### config.mk
export PLATFORM = sky130hd
export DESIGN_NAME = rot_irq_resolver
export DESIGN_NICKNAME = d
export VERILOG_FILES = /design/src/rtl/irq_pkg.sv /design/src/rtl/irq_prio_find.sv /design/src/rtl/irq_req_latch.sv /design/src/rtl/rot_irq_resolver.sv
export SDC_FILE = /design/constraint.sdc
export NUM_CORES = 1
export LEC_CHECK = 0
export BUFFER_PORTS_ARGS = -buffer_cell sky130_fd_sc_hd__buf_2
export CORE_ASPECT_RATIO = 1.2
export CORE_MARGIN = 1.5
export CORE_UTILIZATION = 50
export DETAILED_ROUTE_END_ITERATION = 7
export MAX_ROUTING_LAYER = met4
export PLACE_DENSITY = 0.71
export SYNTH_ARGS = -nofsm -noshare
export SYNTH_HDL_FRONTEND = slang
export SYNTH_SLANG_ARGS = --single-unit
### constraint.sdc
create_clock -name clk -period 4.8 [get_ports clk]
set_input_delay 0.96 -clock clk [delete_from_list [all_inputs] [get_ports clk]]
set_output_delay 0.96 -clock clk [all_outputs]
set_load 0.01 [all_outputs]
### src/rtl/irq_pkg.sv
package irq_pkg;
  typedef enum logic [1:0] {
    CMD_EOI_NS     = 2'd0,
    CMD_EOI_NS_ROT = 2'd1,
    CMD_EOI_SPEC   = 2'd2,
    CMD_SET_PRIO   = 2'd3
  } eoi_kind_e;
endpackage

### src/rtl/irq_prio_find.sv
// Rotating priority search: rank r looks at line (r + off) mod N.
module irq_prio_find #(
  parameter int N  = 8,
  localparam int IW = $clog2(N)
) (
  input  logic [N-1:0]  vec,
  input  logic [IW-1:0] off,
  output logic          hit,
  output logic [IW:0]   rank,
  output logic [IW-1:0] idx
);
  logic [N-1:0] rot;

  for (genvar r = 0; r < N; r++) begin : g_rot
    assign rot[r] = vec[IW'(r) + off];
  end

  always_comb begin
    hit  = 1'b0;
    rank = (IW+1)'(N);
    idx  = '0;
    for (int r = N - 1; r >= 0; r--) begin
      if (rot[r]) begin
        hit  = 1'b1;
        rank = (IW+1)'(r);
        idx  = IW'(r) + off;
      end
    end
  end
endmodule

### src/rtl/irq_req_latch.sv
// Pending and previous-level registers for edge and level capture.
module irq_req_latch #(
  parameter int N = 8
) (
  input  logic         clk,
  input  logic         rst_n,
  input  logic [N-1:0] req_in,
  input  logic [N-1:0] trig_level,
  input  logic [N-1:0] clr,
  output logic [N-1:0] pend_q
);
  logic [N-1:0] last_q;
  logic [N-1:0] pend_n;
  logic [N-1:0] last_n;
  logic         upd_en;

  assign upd_en = 1'b1;

  always_comb begin
    last_n = req_in;
    for (int i = 0; i < N; i++) begin
      if (trig_level[i])
        pend_n[i] = req_in[i];
      else
        pend_n[i] = (pend_q[i] & ~clr[i]) | (req_in[i] & ~last_q[i]);
    end
  end

  always_ff @(posedge clk or negedge rst_n) begin
    if (!rst_n) begin
      pend_q <= '0;
      last_q <= '0;
    end else if (upd_en) begin
      pend_q <= pend_n;
      last_q <= last_n;
    end
  end
endmodule

### src/rtl/rot_irq_resolver.sv
module rot_irq_resolver #(
  parameter int N         = 8,
  parameter int CASC_LINE = 2,
  localparam int IW       = $clog2(N)
) (
  input  logic          clk,
  input  logic          rst_n,
  input  logic [N-1:0]  req_in,
  input  logic [N-1:0]  trig_level,
  input  logic [N-1:0]  mask,
  input  logic          sfn_en,
  input  logic          aeoi_en,
  input  logic          rot_aeoi_en,
  input  logic          ack,
  input  logic          eoi,
  input  logic [1:0]    eoi_kind,
  input  logic [IW-1:0] cmd_idx,
  output logic          irq_out,
  output logic [IW-1:0] irq_num,
  output logic [N-1:0]  pend_o,
  output logic [N-1:0]  isr_o
);
  import irq_pkg::*;

  logic [N-1:0]  isr_q, isr_n;
  logic [IW-1:0] off_q, off_n;
  logic [N-1:0]  clr;
  logic [N-1:0]  svc_vec;
  logic          st_en;

  logic          p_hit, s_hit, e_hit;
  logic [IW:0]   p_rank, s_rank, e_rank;
  logic [IW-1:0] p_idx, s_idx, e_idx;
  eoi_kind_e     kind;

  assign kind = eoi_kind_e'(eoi_kind);

  irq_req_latch #(.N(N)) u_req (
    .clk(clk), .rst_n(rst_n), .req_in(req_in), .trig_level(trig_level),
    .clr(clr), .pend_q(pend_o)
  );

  always_comb begin
    svc_vec = isr_q;
    if (sfn_en) svc_vec[CASC_LINE] = 1'b0;
  end

  irq_prio_find #(.N(N)) u_pend (
    .vec(pend_o & ~mask), .off(off_q), .hit(p_hit), .rank(p_rank), .idx(p_idx)
  );
  irq_prio_find #(.N(N)) u_svc (
    .vec(svc_vec), .off(off_q), .hit(s_hit), .rank(s_rank), .idx(s_idx)
  );
  irq_prio_find #(.N(N)) u_eoi (
    .vec(isr_q), .off(off_q), .hit(e_hit), .rank(e_rank), .idx(e_idx)
  );

  assign irq_out = p_hit && (p_rank < s_rank);
  assign irq_num = irq_out ? p_idx : '1;
  assign isr_o   = isr_q;

  always_comb begin
    isr_n = isr_q;
    off_n = off_q;
    clr   = '0;
    if (ack) begin
      if (irq_out) begin
        if (!trig_level[p_idx]) clr[p_idx] = 1'b1;
        if (aeoi_en) begin
          if (rot_aeoi_en) off_n = p_idx + IW'(1);
        end else begin
          isr_n[p_idx] = 1'b1;
        end
      end
    end else if (eoi) begin
      unique case (kind)
        CMD_EOI_NS:     if (e_hit) isr_n[e_idx] = 1'b0;
        CMD_EOI_NS_ROT: if (e_hit) begin
                          isr_n[e_idx] = 1'b0;
                          off_n        = e_idx + IW'(1);
                        end
        CMD_EOI_SPEC:   isr_n[cmd_idx] = 1'b0;
        CMD_SET_PRIO:   off_n = cmd_idx + IW'(1);
        default:        ;
      endcase
    end
  end

  assign st_en = ack | eoi;

  always_ff @(posedge clk or negedge rst_n) begin
    if (!rst_n) begin
      isr_q <= '0;
      off_q <= '0;
    end else if (st_en) begin
      isr_q <= isr_n;
      off_q <= off_n;
    end
  end

  logic unused_ok;
  assign unused_ok = &{1'b0, s_hit, s_idx, e_rank};
endmodule

==> metrics.md, run 1 <==
| Metric | Value |
|---|---|
| Outcome | completed |
| Setup crit end kind | output port |
| FF-to-FF End | off_q[1] |
| Clock Skews | around 0.0052 ns |
| HP Start | u_req.last_q[0] |
| Detail Route Antenna Nets | 0 |
| Most used flip-flop cell after synthesis | dfrtp_1 |
| CTS tree | done |
| Final WL | 10,660 um |
| Critical Path AT | 3.70 ns |
| Vias in the first global route | 3,698 |
| Worst min-delay path class | flop to flop |
| Initial core utilization | 51.82% |
| RD Place Congestion | 0.9514 |
| Vias | about 3,800 |
| Final Critical Period | 4.661 ns |
| Final Cycle Share | 97.10% |
| Row Count | 34 |
| Final slew viol count | 0 |
| Critical R2R Launch | off_q[1] |
| Rel. slew slack | roughly three fifths |
| Register area share after synthesis | about 18% |
| DIE HEIGHT | 98.12 um |
| 1st-iter DRT viols | 455 |
| Mapped Nets | 463 |
| CTS buffer count | 3 |
| IO Port Bufs | 55 |
| Kind of critical path | input pin to output port |
| Async S/R FF share, synth | 100.0% |
| Final hold violations | 0 |
| Post-synth EDFFs | 0 |
| Clk buf depth | 2 |
| Synthesis Warnings | 0 |
| Finished Core Util | a little under 60% |
| Syn avg cell area | 8.955 um2 |
| Hold Path End | u_req.pend_q[0] |
| Clock latency on the worst-skew pair | 0.28 ns |
| Area leader, netlist | dfrtp_1 |
| Dpl hpwl | 8399 um |
| Pin count of the biggest net entering global routing | 28 |
| Crit path required time | 3.84 ns |
| MaxCap Viol Count | 0 |
| Drt via density | 6.533 |
| Max H-tree Level | 1 |
| Slew at the pin closest to its max-slew limit | 0.6202 ns |
| Final antenna diode count | 0 |
| Initial antenna violation count | 0 |
| Synth top area share | 17.92% |
| Nets | 529 |
| Fmax | around 0.21 GHz |
| First-pass GRT wire length | 18,080 um |
| Post-Syn Area | 0.003770 mm2 |
| CTS root buffer | clkbuf_8 |
| Sink Count | 27 |
| Max FO, Critical Path | 7 |
| Clk slew on worst S/H paths | 0.10 ns |
| FF+latch count, synth | 27 |
| RSZ-0062 raised after global routing | false |
| Worst reg-to-reg path cell count | 14 |
| Die area | 0.008072 mm2 |
| Number of setup violations in the final report | 0 |
| Worst Setup Start Kind | input pin |
| Core footprint | 0.007274 mm2 |
| Worst hold stages | 2 |
| Ports | 56 |
| Chip width | 82.27 um |
| Overflow after GRT | 0 |
| Share of cells above drive strength 1 | 31.28% |
| WL/cell | 18.51 um |
| Setup Total Neg Slack | 0 ns |
| P&R area growth vs syn | 14.27% |
| Tot GR Track Use | between 20 and 30% |
| DRC viols | 0 |
| Largest cells by area after synthesis | dfrtp_1 18%, mux4_2 11%, mux2i_1 5.0%, mux4_1 4.2%, mux2_2 3.9% |
| First-pass DRT Iterations | 4 |
| FF-to-FF setup slack | 0.83 ns |
| Syn Inst Count | about 420 |
| Distinct cells, synth | 82 |
layout make-up:
| class | instances | area, um2 |
|---|---|---|
| Fill cell | 640 | 2967 |
| Timing Repair Buffer | 85 | 500.5 |
| Clock inverter | 1 | 8.758 |
| Tap cell | 90 | 112.6 |
| Inverter | 22 | 83.83 |
| Multi-Input combinational cell | 348 | 2884 |
| Clock buffer | 3 | 41.29 |
| Sequential cell | 27 | 676.9 |
sequential cells by signal (all words and copies together), names as in the netlist:
| signal | cells |
|---|---|
| isr_o | 8 |
| off_q | 3 |
| u_req.last_q | 8 |
| u_req.pend_q | 8 |
worst max path at each step:
stage | from | to | slack, ns
after floorplan | off_q[1] | irq_num[0] | 0.04
after global placement | mask[4] | irq_num[1] | 0.07
after detailed placement | mask[4] | irq_num[1] | 0.02
after CTS | mask[4] | irq_num[1] | 0.01
after global routing | mask[4] | irq_num[2] | 0.01
final | mask[4] | irq_num[1] | 0.14
stage by stage:
stage,hold WS (ns),setup WS (ns),std cells,instance area [um2]
floorplan,0.5196,0.03852,421,3770
global placement,0.5363,0.06708,569,4207
detailed placement,0.5517,0.02023,569,4207
CTS,0.5747,0.01050,573,4258
global route,0.5986,0.009517,576,4308
finish,0.5720,0.1391,576,4308
cell usage in the layout, fill, tap and decap left out, drive strengths merged, types with 6 or more instances in the layout:
cell    instances
o21ai          13
nand3          10
ha              6
nand2b         17
and2            7
nor2b          12
mux4           25
nor2           26
mux2i          20
a21oi          26
dfrtp          27
a31oi          11
nand2          37
buf            85
inv            20
nand3b          6
a211oi          9
mux2           16
cell families after synthesis:
kind of cell	count (synthesis)	synth area share, %
DFF	27	17.92
xor gates and xnor gates	6	1.593
muxes	61	25.92
adders and majority gates	6	1.991
buffers and inverters	46	6.306
and+or+nand+nor	145	20.38
AOI/OAI and AO/OA	130	25.89
cell usage after synthesis (all sizes together) (3+ instances only):
master / n
buf: 16
nor2: 26
mux2: 16
clkbuf: 8
xnor2: 4
nand4: 5
a32o: 4
a2bb2oi: 3
a21o: 5
a31oi: 11
nand3b: 6
nor4: 3
nor3: 5
nand4b: 3
a211oi: 9
a21boi: 5
o311ai: 5
ha: 6
nor2b: 12
o221ai: 5
nand2: 37
o21a: 3
inv: 19
a221oi: 3
nand3: 10
mux2i: 20
and3: 4
o211ai: 5
dfrtp: 27
and2: 7
o31ai: 5
nand2b: 17
mux4: 25
o21ai: 13
a21oi: 26
o22ai: 4
clkinv: 3
worst max-delay path, cell delays in order:
cell,delay [ns]
buf_2,0.07
nand2b_2,0.17
mux2i_1,0.13
mux4_2,0.48
or4b_1,0.59
nor2_2,0.14
ha_1,0.24
a21o_1,0.18
a211o_1,0.32
a21oi_4,0.18
nand2_1,0.07
buf_2,0.15
timing repair:
item	CTS	global route
cloned	0	0
setup endpoints to repair	1	4
hold buffers	0	0
pin swaps	0	1
resized for setup	1	12
buffers inserted	0	3
per-layer routing:
layer	part of all wire (%)	track usage, %
met5	0	-
met4	2.3	8.475
met3	4.8	1.402
met2	50	45.78
met1	43	39.99
Power of run 1 is not shown: default switching activity piles up to over one toggle a cycle in this logic, so the estimate is an artifact.
==> inputs of run 2 (changes only) <==
- CORE_ASPECT_RATIO: 1.2 -> 1.5
==> run 2 against run 1 <==
- via count is 2.5% higher
- utilization is 1.7 points higher
- routed wire length is 8.1% higher
- worst setup slack worse by 0.017 ns
- worst hold slack worse by 0.013 ns
- clock skew is 0.00081 ns higher
- global-route usage is 0.79 points higher
- design area is 2.8% higher
- maximum frequency is 0.37% lower
- cell count is 3.3% higher
- register-to-register slack worse by 0.14 ns
- die area is 0.10% higher
==> metrics.md, run 2 (synthesis gave the netlist of run 1 again) <==
| Metric | Value |
|---|---|
| Outcome | completed |
| Detail Route Antenna Nets | 0 (unchanged) |
| DIE HEIGHT | 109.3 um (+11%) |
| Sink Count | 27 (unchanged) |
| Crit path required time | 3.84 ns (about the same) |
| Routed met1 length | 4507 um (-1.0%) |
| Most common cell after layout, fill and taps aside | buf_2 |
| Top sig layer | met4 |
| Core footprint | 0.007274 mm2 (unchanged) |
| Fill count | 682 (+6.6%) |
| MaxCap Viol Count | 0 (unchanged) |
| FF-to-FF End | off_q[1] |
| FF-to-FF setup slack | 0.69 ns (-0.14 ns) |
| Final Critical Period | 4.678 ns (+0.01741 ns) |
| Vias in the first global route | 3,692 (-0.16%) |
| WL/cell | 19.38 um (+4.7%) |
| Chip width | 73.90 um (-10%) |
| Clock Skews | 0.006013 ns (+0.0008118 ns) |
| Clock latency on the worst-skew pair | 0.27 ns (about the same) |
| HP Start | u_req.pend_q[4] |
| Post-DP Area | 0.004247 mm2 (+0.95%) |
| Setup crit end kind | output port |
| Worst reg-to-reg path cell count | 14 (unchanged) |
| Critical R2R Launch | off_q[0] |
| Finished Core Util | 60.89% (+1.7 points) |
| Pin count of the biggest net entering global routing | 28 (unchanged) |
| Critical Path AT | 3.72 ns (+0.02 ns) |
| Met3 wire length | 499 um (-2.9%) |
| CTS tree | done |
| Kind of critical path | input pin to output port |
| Design Area, Final | 0.004429 mm2 (+2.8%) |
| Initial antenna violation count | 0 (unchanged) |
| Final Cycle Share | 97.46% (+0.36 points) |
| Fmax | 0.2138 GHz (-0.37%) |
| CTS buffer count | 3 (unchanged) |
| Max FO, Critical Path | 6 (-1) |
| Commonest cells after routing, fill and taps aside | 55 x buf_2, 36 x nand2_1, 35 x buf_4 |
| Met2 routed WL | 6148 um (+15%) |
| Clk buf depth | 2 (unchanged) |
| RD Place Congestion | 0.9330 (-1.9%) |
| Overflow after GRT | 0 (unchanged) |
| Rel. slew slack | 57.08% (-1.1 points) |
| First-pass DRT Iterations | 6 (+2) |
| Row Count | 38 (+12%) |
| Final antenna diode count | 0 (unchanged) |
| Number of setup violations in the final report | 0 (unchanged) |
| Nets | 538 (+1.7%) |
| CTS root buffer | clkbuf_8 |
| Hold Slack | 0.5594 ns (-0.01256 ns) |
| Initial core utilization | 51.82% (unchanged) |
| DRC viols | 0 (unchanged) |
| Drt via density | 6.482 (-0.78%) |
| Final hold violations | 0 (unchanged) |
| Vias | 3,857 (+2.5%) |
| Worst hold stages | 1 (-1) |
| Final slew viol count | 0 (unchanged) |
| Slew at the pin closest to its max-slew limit | 0.6358 ns (+0.01558 ns) |
| Dpl hpwl | 9025 um (+7.5%) |
| Final WL | 11,530 um (+8.1%) |
| 1st-iter DRT viols | 355 (-22%) |
| Worst min-delay path class | flop to flop |
| Die area | 0.008080 mm2 (+0.10%) |
| Max H-tree Level | 1 (unchanged) |
| Crit. Startpoint | mask[3] |
| IO Port Bufs | 55 (unchanged) |
| Hold Path End | u_req.pend_q[4] |
| Clk slew on worst S/H paths | 0.09 ns (about the same) |
| Tot GR Track Use | 29.79% (+0.79 points) |
| Ports | 56 (unchanged) |
| First-pass GRT wire length | 18,190 um (+0.61%) |
| Worst Setup Start Kind | input pin |
| Share of cells above drive strength 1 | 33.13% (+1.9 points) |
| P&R area growth vs syn | 17.49% |
==> run 2: repair_timing <==
item,4_1_cts,5_1_grt
buffers inserted,4,5
setup endpoints to repair,4,4
resized for setup,2,17
hold buffers,0,0
pin swaps,0,2
gates cloned,0,1
==> run 2: worst max-delay path, stage by stage <==
cell and delay (ns):
buf_2 0.10, nand3b_1 0.15, nand2_2 0.11, mux4_2 0.49, or4b_4 0.56, nor2_2 0.13
ha_1 0.25, a21o_1 0.18, a211o_1 0.36, a21oi_4 0.20, nand2_1 0.07, buf_2 0.15
==> run 2: worst max-delay path by stage <==
stage	to	slack [ns]	cells after the start
floorplan	irq_num[0]	0.04	14
global placement	irq_num[0]	0.08	12
detailed placement	irq_num[0]	-0.03	12
CTS	irq_num[0]	0.01	12
global route	irq_num[0]	-0.01	14
finish	irq_num[1]	0.12	12
==> run 2: layout make-up <==
type	instances	area, um2	area share, %
clock buffer	3	41.29	0.9322
clock inverter	1	5.005	0.1130
inverter	22	83.83	1.893
timing repair buffer	94	605.6	13.67
multi-input combinational	348	2892	65.28
tap	100	125.1	2.825
sequential	27	676.9	15.28
==> run 2: per-stage QoR <==
stage / worst slack, ns / cells / TNS, ns
floorplan: 0.03852 / 421 / 0
global placement: 0.07569 / 581 / 0
detailed placement: -0.02542 / 581 / -0.05301
CTS: 0.01448 / 589 / 0
global route: -0.01419 / 595 / -0.01419
finish: 0.1217 / 595 / 0
==> run 2: layer usage <==
metal,global-route usage [%],up-vias
met3,1.833,28
met5,-,-
li1,-,1806
met2,51.67,151
met4,10.71,0
met1,36.18,1872
Power of run 2 is left out for the same reason.
